--- config.mk ---
export PLATFORM = sky130hd
export DESIGN_NAME = tick_pwm_bank
export DESIGN_NICKNAME = d
export VERILOG_FILES = /design/src/rtl/tick_pwm_pkg.sv /design/src/rtl/tick_pwm_regs.sv /design/src/rtl/tick_pwm_prescaler.sv /design/src/rtl/tick_pwm_datapath.sv /design/src/rtl/tick_pwm_bank.sv
export SDC_FILE = /design/constraint.sdc
export NUM_CORES = 1
export LEC_CHECK = 0
export BUFFER_PORTS_ARGS = -buffer_cell sky130_fd_sc_hd__buf_2
export CAP_MARGIN = 20
export CORE_AREA = 2 2 255 181
export DETAILED_ROUTE_END_ITERATION = 6
export DIE_AREA = 0 0 257 183
export PLACE_DENSITY = 0.51
export SLEW_MARGIN = 20
export SYNTH_ARGS = -nofsm -noshare
export SYNTH_HDL_FRONTEND = slang
export SYNTH_SLANG_ARGS = --single-unit
--- constraint.sdc ---
create_clock -name clk -period 6 [get_ports clk]
set_clock_uncertainty 0.2 [all_clocks]
set_input_delay 0.9 -clock clk [delete_from_list [all_inputs] [get_ports clk]]
set_output_delay 0.9 -clock clk [all_outputs]
set_load 0.01 [all_outputs]
--- src/rtl/tick_pwm_pkg.sv ---
package tick_pwm_pkg;

  localparam int NUM_CH     = 3;
  localparam int PRE_CODE_W = 4;
  localparam int PRE_CNT_W  = 1 << PRE_CODE_W;

  // byte offsets of channel 0, channel n adds CH_STRIDE*n
  localparam int CH_STRIDE  = 4;
  localparam int CLK_OFS    = 'h00;
  localparam int CTRL_OFS   = 'h0C;
  localparam int IVL_OFS    = 'h24;
  localparam int MATCH_OFS  = 'h30;
  localparam int CLK_WORD   = CLK_OFS / 4;
  localparam int CTRL_WORD  = CTRL_OFS / 4;
  localparam int IVL_WORD   = IVL_OFS / 4;
  localparam int MATCH_WORD = MATCH_OFS / 4;

  // clock setup field positions
  localparam int CK_PRE_EN  = 0;
  localparam int CK_CODE_LO = 1;
  localparam int CK_EXT     = 5;
  localparam int CK_EDGE    = 6;

  // counter control field positions
  localparam int CT_STOP    = 0;
  localparam int CT_IVL     = 1;
  localparam int CT_DOWN    = 2;
  localparam int CT_MATCH   = 3;
  localparam int CT_RESTART = 4;
  localparam int CT_WOFF    = 5;
  localparam int CT_INV     = 6;

  typedef struct packed {
    logic                  preEn;
    logic [PRE_CODE_W-1:0] preCode;
    logic                  extSel;
    logic                  edgeSel;
  } clkCfg_t;

  typedef struct packed {
    logic invert;
    logic waveOff;
    logic matchEn;
    logic countDown;
    logic ivlMode;
    logic cntStop;
  } cntCfg_t;

  // strobes handed from control to datapath
  typedef struct packed {
    logic restart;
  } chStrobe_t;

  localparam cntCfg_t CNT_CFG_RST = '{invert: 1'b0, waveOff: 1'b1, matchEn: 1'b0,
                                      countDown: 1'b0, ivlMode: 1'b0, cntStop: 1'b1};

  function automatic logic [7:0] packClk(clkCfg_t c);
    logic [7:0] w;
    w = '0;
    w[CK_PRE_EN] = c.preEn;
    w[CK_CODE_LO +: PRE_CODE_W] = c.preCode;
    w[CK_EXT] = c.extSel;
    w[CK_EDGE] = c.edgeSel;
    return w;
  endfunction

  function automatic logic [7:0] packCtrl(cntCfg_t c);
    logic [7:0] w;
    w = '0;
    w[CT_STOP]  = c.cntStop;
    w[CT_IVL]   = c.ivlMode;
    w[CT_DOWN]  = c.countDown;
    w[CT_MATCH] = c.matchEn;
    w[CT_WOFF]  = c.waveOff;
    w[CT_INV]   = c.invert;
    return w;
  endfunction

endpackage

--- src/rtl/tick_pwm_regs.sv ---
module tick_pwm_regs
  import tick_pwm_pkg::*;
#(
  parameter int CNT_W  = 16,
  parameter int ADDR_W = 8,
  parameter int DATA_W = 32
) (
  input  logic                             clk,
  input  logic                             rstN,
  input  logic                             busValid,
  input  logic                             busWrite,
  input  logic [ADDR_W-1:0]                busAddr,
  input  logic [DATA_W-1:0]                busWdata,
  output logic [DATA_W-1:0]                busRdata,
  output clkCfg_t   [NUM_CH-1:0]           clkCfg,
  output cntCfg_t   [NUM_CH-1:0]           cntCfg,
  output logic      [NUM_CH-1:0][CNT_W-1:0] ivlVal,
  output logic      [NUM_CH-1:0][CNT_W-1:0] matchVal,
  output chStrobe_t [NUM_CH-1:0]           strobe
);

  localparam int IDX_W = ADDR_W - 2;

  logic              aligned;
  logic [IDX_W-1:0]  wordIdx;
  logic              wrEn;
  logic              rdEn;
  logic [NUM_CH-1:0] clkHit;
  logic [NUM_CH-1:0] ctrlHit;
  logic [NUM_CH-1:0] ivlHit;
  logic [NUM_CH-1:0] matchHit;

  assign aligned = (busAddr[1:0] == 2'b00);
  assign wordIdx = busAddr[ADDR_W-1:2];
  assign wrEn    = busValid && busWrite;
  assign rdEn    = busValid && !busWrite;

  always_comb begin
    for (int ch = 0; ch < NUM_CH; ch++) begin
      clkHit[ch]   = aligned && (int'(wordIdx) == CLK_WORD + ch);
      ctrlHit[ch]  = aligned && (int'(wordIdx) == CTRL_WORD + ch);
      ivlHit[ch]   = aligned && (int'(wordIdx) == IVL_WORD + ch);
      matchHit[ch] = aligned && (int'(wordIdx) == MATCH_WORD + ch);
    end
  end

  always_ff @(posedge clk or negedge rstN) begin
    if (!rstN) begin
      for (int ch = 0; ch < NUM_CH; ch++) begin
        clkCfg[ch]   <= '0;
        cntCfg[ch]   <= CNT_CFG_RST;
        ivlVal[ch]   <= '0;
        matchVal[ch] <= '0;
        strobe[ch]   <= '0;
      end
    end else begin
      for (int ch = 0; ch < NUM_CH; ch++) begin
        // restart acts one edge after the write, with the new control word in place
        strobe[ch].restart <= wrEn && ctrlHit[ch] && busWdata[CT_RESTART];
        if (wrEn && clkHit[ch]) begin
          clkCfg[ch].preEn   <= busWdata[CK_PRE_EN];
          clkCfg[ch].preCode <= busWdata[CK_CODE_LO +: PRE_CODE_W];
          clkCfg[ch].extSel  <= busWdata[CK_EXT];
          clkCfg[ch].edgeSel <= busWdata[CK_EDGE];
        end
        if (wrEn && ctrlHit[ch]) begin
          cntCfg[ch].cntStop   <= busWdata[CT_STOP];
          cntCfg[ch].ivlMode   <= busWdata[CT_IVL];
          cntCfg[ch].countDown <= busWdata[CT_DOWN];
          cntCfg[ch].matchEn   <= busWdata[CT_MATCH];
          cntCfg[ch].waveOff   <= busWdata[CT_WOFF];
          cntCfg[ch].invert    <= busWdata[CT_INV];
        end
        if (wrEn && ivlHit[ch]) begin
          ivlVal[ch] <= busWdata[CNT_W-1:0];
        end
        if (wrEn && matchHit[ch]) begin
          matchVal[ch] <= busWdata[CNT_W-1:0];
        end
      end
    end
  end

  always_comb begin
    busRdata = '0;
    if (rdEn) begin
      for (int ch = 0; ch < NUM_CH; ch++) begin
        if (clkHit[ch])   busRdata = DATA_W'(packClk(clkCfg[ch]));
        if (ctrlHit[ch])  busRdata = DATA_W'(packCtrl(cntCfg[ch]));
        if (ivlHit[ch])   busRdata = DATA_W'(ivlVal[ch]);
        if (matchHit[ch]) busRdata = DATA_W'(matchVal[ch]);
      end
    end
  end

endmodule

--- src/rtl/tick_pwm_prescaler.sv ---
module tick_pwm_prescaler
  import tick_pwm_pkg::*;
(
  input  logic                  clk,
  input  logic                  rstN,
  input  logic                  run,
  input  logic                  clear,
  input  logic                  preEn,
  input  logic [PRE_CODE_W-1:0] preCode,
  output logic                  tick
);

  logic [PRE_CNT_W-1:0] preCnt;
  logic [PRE_CNT_W-1:0] mask;

  // code N keeps the low N+1 bits: all ones there once per 2^(N+1) clocks
  assign mask = {PRE_CNT_W{1'b1}} >> (PRE_CODE_W'(PRE_CNT_W - 1) - preCode);
  assign tick = run && (!preEn || ((preCnt & mask) == mask));

  always_ff @(posedge clk or negedge rstN) begin
    if (!rstN) begin
      preCnt <= '0;
    end else if (clear) begin
      preCnt <= '0;
    end else if (run) begin
      preCnt <= preCnt + 1'b1;
    end
  end

endmodule

--- src/rtl/tick_pwm_datapath.sv ---
module tick_pwm_datapath
  import tick_pwm_pkg::*;
#(
  parameter int CNT_W = 16
) (
  input  logic                             clk,
  input  logic                             rstN,
  input  clkCfg_t   [NUM_CH-1:0]           clkCfg,
  input  cntCfg_t   [NUM_CH-1:0]           cntCfg,
  input  logic      [NUM_CH-1:0][CNT_W-1:0] ivlVal,
  input  logic      [NUM_CH-1:0][CNT_W-1:0] matchVal,
  input  chStrobe_t [NUM_CH-1:0]           strobe,
  output logic      [NUM_CH-1:0][CNT_W-1:0] chCount,
  output logic      [NUM_CH-1:0]           pwmOut
);

  for (genvar ch = 0; ch < NUM_CH; ch++) begin : g_ch
    logic             tick;
    logic             running;
    logic             active;
    logic [CNT_W-1:0] count;
    logic [CNT_W-1:0] reloadDown;
    logic [CNT_W-1:0] startVal;

    assign running    = !cntCfg[ch].cntStop;
    assign reloadDown = cntCfg[ch].ivlMode ? ivlVal[ch] : {CNT_W{1'b1}};
    assign startVal   = cntCfg[ch].countDown ? reloadDown : '0;

    tick_pwm_prescaler u_pre (
      .clk     (clk),
      .rstN    (rstN),
      .run     (running),
      .clear   (strobe[ch].restart),
      .preEn   (clkCfg[ch].preEn),
      .preCode (clkCfg[ch].preCode),
      .tick    (tick)
    );

    always_ff @(posedge clk or negedge rstN) begin
      if (!rstN) begin
        count <= '0;
      end else if (strobe[ch].restart) begin
        count <= startVal;
      end else if (tick) begin
        if (cntCfg[ch].countDown) begin
          count <= (count == '0) ? reloadDown : count - 1'b1;
        end else if (cntCfg[ch].ivlMode && (count == ivlVal[ch])) begin
          count <= '0;
        end else begin
          count <= count + 1'b1;
        end
      end
    end

    assign active      = cntCfg[ch].matchEn && (count < matchVal[ch]);
    assign pwmOut[ch]  = cntCfg[ch].waveOff ? cntCfg[ch].invert
                                            : (active ^ cntCfg[ch].invert);
    assign chCount[ch] = count;
  end

endmodule

--- src/rtl/tick_pwm_bank.sv ---
module tick_pwm_bank
  import tick_pwm_pkg::*;
#(
  parameter int CNT_W  = 16,
  parameter int ADDR_W = 8,
  parameter int DATA_W = 32
) (
  input  logic              clk,
  input  logic              rstN,
  input  logic              busValid,
  input  logic              busWrite,
  input  logic [ADDR_W-1:0] busAddr,
  input  logic [DATA_W-1:0] busWdata,
  output logic [DATA_W-1:0] busRdata,
  output logic [NUM_CH-1:0] pwmOut
);

  clkCfg_t   [NUM_CH-1:0]            clkCfg;
  cntCfg_t   [NUM_CH-1:0]            cntCfg;
  logic      [NUM_CH-1:0][CNT_W-1:0] ivlVal;
  logic      [NUM_CH-1:0][CNT_W-1:0] matchVal;
  chStrobe_t [NUM_CH-1:0]            strobe;
  logic      [NUM_CH-1:0][CNT_W-1:0] chCount;

  tick_pwm_regs #(
    .CNT_W  (CNT_W),
    .ADDR_W (ADDR_W),
    .DATA_W (DATA_W)
  ) u_regs (
    .clk      (clk),
    .rstN     (rstN),
    .busValid (busValid),
    .busWrite (busWrite),
    .busAddr  (busAddr),
    .busWdata (busWdata),
    .busRdata (busRdata),
    .clkCfg   (clkCfg),
    .cntCfg   (cntCfg),
    .ivlVal   (ivlVal),
    .matchVal (matchVal),
    .strobe   (strobe)
  );

  tick_pwm_datapath #(
    .CNT_W (CNT_W)
  ) u_dp (
    .clk      (clk),
    .rstN     (rstN),
    .clkCfg   (clkCfg),
    .cntCfg   (cntCfg),
    .ivlVal   (ivlVal),
    .matchVal (matchVal),
    .strobe   (strobe),
    .chCount  (chCount),
    .pwmOut   (pwmOut)
  );

endmodule

==> results of run 1 <==
final cells by class:
cell class / instances / area share [%]
multi-input cells: 1453 / 53.39
repair buffers: 67 / 2.310
clock inverters: 12 / 1.263
well taps: 603 / 4.207
clock buffers: 38 / 4.333
inverters: 86 / 1.800
flip-flops and latches: 234 / 32.70
layout by cell type, fill, tap and decap left out, types with 17 or more instances in the layout:
cell type	Yosys	layout
a21oi_1	107	106
or3_1	18	18
o22ai_1	22	22
a21o_1	17	17
buf_2	19	45
buf_4	18	18
nand2b_1	25	25
xnor2_1	54	54
mux2_2	92	92
nand3_1	53	53
a22oi_1	34	34
nor2_1	160	159
o21ai_0	172	172
nand2_1	172	172
xor2_1	75	75
nor3_1	43	43
nand4_1	32	32
dfrtp_1	228	228
ha_1	57	57
and3_1	21	20
nor2b_1	23	23
inv_1	83	83
clkbuf_16	0	27
cell families (layout without fill, tap and decap cells):
logic type | count (synthesis) | after routing
other | 1 | 16
buffers and inverters | 239 | 203
multiplexers | 101 | 101
AO/OA/AOI/OAI | 522 | 522
AND/OR/NAND/NOR | 628 | 628
adder cells (fa/ha/maj) | 57 | 57
flip-flops | 234 | 234
XOR/XNOR | 129 | 129
metrics by stage:
step / power (W) / hold WS [ps]
2_1_floorplan: 0.003963 / 272.1
3_3_place_gp: 0.004469 / 287.2
3_5_place_dp: 0.004503 / 292.0
4_1_cts: 0.006423 / 115.2
5_1_grt: 0.006830 / 140.7
6_report: 0.006425 / 97.50
power by group through the flow:
stage	sequential [W]	combinational [W]	clock, W
after floorplan	0.00200	0.00197	0
after global placement	0.00241	0.00206	0
after detailed placement	0.00241	0.00210	0
after CTS	0.00238	0.00211	0.00193
after global routing	0.00245	0.00238	0.00200
final	0.00239	0.00214	0.00189
worst paths after layout:
| check | startpoint | endpoint | cells after the start |
|---|---|---|---|
| max | busAddr[2] | busRdata[1] | 9 |
| max reg2reg | u_dp.g_ch[0].count[0] | u_dp.g_ch[0].count[4] | 9 |
| min | rstN | u_dp.g_ch[0].u_pre.preCnt[4] | 1 |
| min reg2reg | u_regs.clkCfg[0] | u_regs.clkCfg[0] | 1 |
| max in group asynchronous | rstN | u_dp.g_ch[2].count[8] | 2 |
| min in group clk | u_regs.clkCfg[0] | u_regs.clkCfg[0] | 1 |
worst reg2reg max path, stage by stage, from the launching register on:
cell,delay [ps]
dfrtp_1,500
inv_1,160
ha_1,200
nor4b_1,300
nand4_1,620
buf_4,440
o311ai_0,330
o31a_1,200
o21ai_0,70
mux2_2,270
registers in the layout, summed over array words and instances, names as in the netlist:
name,cells
u_regs.clkCfg,21
u_dp.g_ch.u_pre.preCnt,48
u_regs.matchVal,48
u_regs.cntCfg,18
u_regs.ivlVal,48
u_dp.g_ch.count,48
u_regs.strobe,3
per-layer routing:
metal,GRT usage (%),vias to the layer above
met1,36.14,7110
met5,0,-
li1,-,6760
met4,4.767,0
met2,31.25,521
met3,2.930,60
==> flow_summary.yaml, run 1 <==
status:
  status: "finished clean"
power:
  intPower_w: 0.003924
  p_sw_w: 0.002501
  pwr-share-seq_pct: 37.2
  powerDensity_nw_per_um2: 358.3
  sw_frac_of_total_pct: 38.92
  power.share.combinational_pct: 33.3
  ir_drop_v: 0.0001634
  leakage_nw: 7.899
  pwr-share-clk_pct: 29.4
synth:
  syn_area_per_cell_um2: 8.559
  synth_cell_types: 86
  postSynth.asyncResetShare_pct: 100.0
  synthMuxAreaShare_pct: 6.885
  syn_area_um2: 16360
  synth_area_leader_cell: "dfrtp_1"
  syn_inst: 1911
  synth_top_family_by_area: "compound AO/OA/AOI/OAI gates"
  synth_compound_gate_area_share_pct: 20.61
  synth-simple-area-share_pct: 19.06
  yosys.cell_count.top_type: "dfrtp_1"
  synth-edff-count: 0
  synth_xor_area_share_pct: 6.908
  synthTopCellsByCount: "228 x dfrtp_1, 172 x nand2_1, 172 x o21ai_0"
  synth_warnings: 0
  synthTopCellsByArea: "dfrtp_1 35%, mux2_2 6.3%, o21ai_0 5.3%, ha_1 4.4%, xor2_1 4.0%"
  seq_area_frac_synth_pct: 35.85
  synth_top_area_share_pct: 34.88
  synth_adder_area_share_pct: 4.360
  yosys_most_used_dff: "dfrtp_1"
  synth_seq_cells: 234
finish:
  fill_cells: 4494
  antennaDiodeCount: 0
  final_cell_area_um2: 17930
  drive_above_1_share_pct: 13.44
  nNetsFinal: 1970
  area_growth_syn_to_layout_pct: 9.639
  final_cells: 2493
  seqCellArea_um2: 5863
  multi_input_area_um2: 9574
  post-route-util_pct: 40.16
sta:
  finalCritPeriodShare_pct: 78.20
  hold_viol: 0
  worst_slew_pin_slew_ps: 1026
  fin_tns_setup_ps: 0
  setup_ws_ps: 1308
  maxSlewViolCount: 0
  rsz0062_at_grt: "no"
  finalSetupViolations: 0
  max_slew_margin_pct: 31.63
  fmax_mhz: 213.1
  period_needed_ps: 4692
detailed_routing:
  wl_met2_um: 21560
  drt_iter0_drc: 1492
  antenna_left: 0
  drtPass1Iterations: 5
  wl_um: 53010
  met1_length_um: 26810
  viasPerCell: 5.797
  drt-wirelength-per-cell_um: 21.26
  vias: 14451
  wl_met3_um: 3643
  drc: 0
  dr.max_layer_used: "met4"
die:
  rows: 65
  ios: 79
  die_area_um2: 47030
  start_util_pct: 36.63
  core_area_um2: 44650
  die_x_um: 257
  die_h_um: 183
clocking:
  cts_max_level: 1
  postCtsSetupBuffers: 0
  cts.sinks: 234
  hold_buffers: 0
  ctsResizeCount: 0
  max-clock-path-buffers: 3
  cts_tree: "built"
  path_clk_slew_ps: 60
  insertion_delay_ps: 570
  root_buffer: "clkbuf_16"
  cts_buffers: 27
worst_setup_path:
  critPathMostFrequentCell: "buf_2"
  start_kind: "input port"
  reg2reg_slack_ps: 2590
  crit_arrival_ps: 3590
  cp_cell_sequence: "buf_2 -> nor2b_1 -> and2_1 -> a221oi_1 -> a21oi_1 -> a211oi_1 -> o32a_1 -> nor2_1 -> buf_2"
  max_stage_delay_ps: 570
  critPathRequiredTime_ps: 4900
  critical_path_buf_inv_count: 2
  critPathKind: "input port to primary output"
  crit_family: "simple AND/OR/NAND/NOR gates"
  critPathMaxFanout: 39
  endpoint_kind: "primary output"
  slowest_stage: "and2_1"
global_routing:
  grt_pass1_vias: 13378
  grt_start_max_net_pins: 129
  overflow: 0
  antenna_found_initial: 0
  grt_pass1_wl_um: 83020
  grt_usage_pct: 22.44
min_path:
  hp-class: "input port to asynchronous set/reset pin"
placed_design:
  pre_cts_slack_ps: 1364
  dp_cells: 2441
  gp_congestion: 0.9012
  dp_hpwl_um: 38150
  port-buffer-count: 46
  place_area_um2: 16900
job:
  max_cap_violations: 0
Power figures use the tool's default switching activity.
==> inputs of run 2 (changes only) <==
Settings changed: ABC_AREA from default to 1, CORE_AREA 2 2 255 181 to 2 2 263 187, DIE_AREA 0 0 257 183 to 0 0 265 189.
Clock period 6 ns to 4.92 ns, I/O delays scaled along.
==> run 2 against run 1 <==
Largest cell class unchanged. Synthesized cell count rose by 38%. Clock power rose by 31%. Highest routed layer unchanged. Setup slack worse by 180 ps. Core utilization fell by 0.11 points. Critical path type unchanged.
==> flow_summary.yaml, run 2 <==
clocking:
  hold_buffers: 1
  ctsResizeCount: 0
  max-clock-path-buffers: 3
  postCtsSetupBuffers: 0
  cts_tree: "built"
  path_clk_slew_ps: 70
  cts_max_level: 1
  cts_buffers: 28
  root_buffer: "clkbuf_16"
  insertion_delay_ps: 600
  cts.sinks: 234
synth:
  synth_adder_area_share_pct: 4.084
  synthMuxAreaShare_pct: 0
  synthTopCellsByArea: "dfrtp_1 33%, nand2_1 15%, nor2_1 7.5%, o21ai_0 6.4%, inv_1 6.0%"
  synth_top_area_share_pct: 32.67
  synth_xor_area_share_pct: 3.411
  synth_seq_cells: 234
  syn_area_um2: 17460
  syn_inst: 2640
  synth_area_leader_cell: "dfrtp_1"
  synth_warnings: 0
  postSynth.asyncResetShare_pct: 100.0
  yosys.cell_count.top_type: "nand2_1"
  synth_compound_gate_area_share_pct: 14.96
  synth-edff-count: 0
  synth-simple-area-share_pct: 33.27
  syn_area_per_cell_um2: 6.614
  synth_top_family_by_area: "simple AND/OR/NAND/NOR gates"
  synth_cell_types: 55
  yosys_most_used_dff: "dfrtp_1"
  synthTopCellsByCount: "687 x nand2_1, 350 x nor2_1, 281 x inv_1"
  seq_area_frac_synth_pct: 33.58
min_path:
  hp-class: "flip-flop to flip-flop"
worst_setup_path:
  endpoint: "busRdata[6]"
  crit_arrival_ps: 2850
  reg2reg_slack_ps: 2000
  cp-startpoint: "busAddr[7]"
  worstReg2RegEnd: "u_dp.g_ch[1].count[3]"
  critPathKind: "input port to primary output"
  reg2reg_from: "u_dp.g_ch[1].count[3]"
  critPathMaxFanout: 12
  reg2regPathDepth: 10
  endpoint_kind: "primary output"
  start_kind: "input port"
  critPathRequiredTime_ps: 3980
detailed_routing:
  antenna_left: 0
  wl_um: 61550
  drc: 0
  wl_met3_um: 5088
  drt_iter0_drc: 1839
  wl_met2_um: 22880
  met1_length_um: 32620
  drtPass1Iterations: 5
  drt-wirelength-per-cell_um: 18.92
  vias: 17372
  dr.max_layer_used: "met4"
  viasPerCell: 5.340
status:
  status: "finished clean"
global_routing:
  grt_usage_pct: 24.32
  grt_pass1_vias: 15719
  overflow: 0
  antenna_found_initial: 0
  grt_start_max_net_pins: 100
  grt_pass1_wl_um: 95010
die:
  die_x_um: 265
  ios: 79
  die_area_um2: 50090
  die_h_um: 189
  start_util_pct: 36.80
  rows: 67
  core_area_um2: 47450
finish:
  nNetsFinal: 2711
  final_cell_mix: "687 x nand2_1, 350 x nor2_1, 281 x inv_1, 228 x dfrtp_1, 223 x o21ai_0"
  post-route-util_pct: 40.05
  final_cell_area_um2: 19000
  area_growth_syn_to_layout_pct: 8.821
  seqCellArea_um2: 5863
  antennaDiodeCount: 0
  multi_input_area_um2: 9796
  fill_cells: 5124
  drive_above_1_share_pct: 7.371
  final_common_cell: "nand2_1"
placed_design:
  gp_congestion: 0.9558
  dp_hpwl_um: 45480
  port-buffer-count: 46
  place_area_um2: 17900
sta:
  finalCritPeriodShare_pct: 76.97
  fin_tns_setup_ps: 0
  rsz0062_at_grt: "no"
  worst_slew_pin_slew_ps: 1067
  maxSlewViolCount: 0
  fmax_mhz: 264.1
  holdWs_ps: 286.9
  hold_viol: 0
  period_needed_ps: 3787
  max_slew_margin_pct: 28.68
  finalSetupViolations: 0
power:
  powerDensity_nw_per_um2: 452.5
  leakage_nw: 8.986
  ir_drop_v: 0.0002592
job:
  max_cap_violations: 0
run 2: changes by cell type in the layout (fill, tap and decap cells not counted), sizes merged, moves of 23 or more:
cell,before,now
nand2b,25,0
inv,84,299
nand3,55,154
a22oi,34,0
nor2,160,379
a21oi,107,147
o21ai,172,291
nand2,178,700
xnor2,54,8
nor2b,23,0
mux2,92,0
run 2: area by class of cell:
cell class              instances  share of cell area [%]
multi-input cells            1985                   51.55
flip-flops and latches        234                   30.86
inverters                     305                   6.025
clock buffers                  38                   4.306
well taps                     621                   4.089
repair buffers                 56                   1.738
clock inverters                14                   1.435
run 2: critical path, cell delays in order:
cell	delay (ps)
buf_2	110
nor2_4	260
nand3_1	240
nor2_1	690
a21oi_1	160
nand4_1	160
nand2_1	70
a21oi_1	230
buf_2	180
run 2: through the flow:
step / power (W) / instances / worst slack (ps)
5_1_grt: 0.009249 / 3253 / 984.8
6_report: 0.008598 / 3253 / 1133
4_1_cts: 0.008569 / 3253 / 1137
3_5_place_dp: 0.006056 / 3200 / 1150
2_1_floorplan: 0.005238 / 2655 / 2016
3_3_place_gp: 0.005989 / 3200 / 1173
run 2: how the worst min path moves through the flow:
stage,to,startpoint,depth (start not counted)
after floorplan,u_dp.g_ch[0].count[0],rstN,0
after global placement,u_regs.matchVal[4],u_regs.matchVal[4],2
after detailed placement,u_regs.clkCfg[13],u_regs.clkCfg[13],2
after CTS,u_regs.clkCfg[13],u_regs.clkCfg[13],2
after global routing,u_regs.clkCfg[8],u_regs.clkCfg[8],2
final,u_regs.clkCfg[13],u_regs.clkCfg[13],2
run 2: logic make-up (layout without fill, tap and decap cells):
kind of cell | after synthesis | in the layout
AO/OA/AOI/OAI | 493 | 493
XOR/XNOR | 68 | 68
adder cells (fa/ha/maj) | 57 | 57
buffers and inverters | 436 | 413
flip-flops | 234 | 234
other | 1 | 16
AND/OR/NAND/NOR | 1351 | 1351
run 2: power by group:
group	total [W]	switching (W)	internal, W
clock network	0.00247	0.000939	0.00153
logic	0.00304	0.00191	0.00113
registers	0.00308	0.000833	0.00225
run 2: layer usage:
layer,vias up,GRT usage [%]
met4,0,4.194
met1,8240,40.19
li1,8440,-
met2,625,31.73
met5,-,0
met3,67,4.890
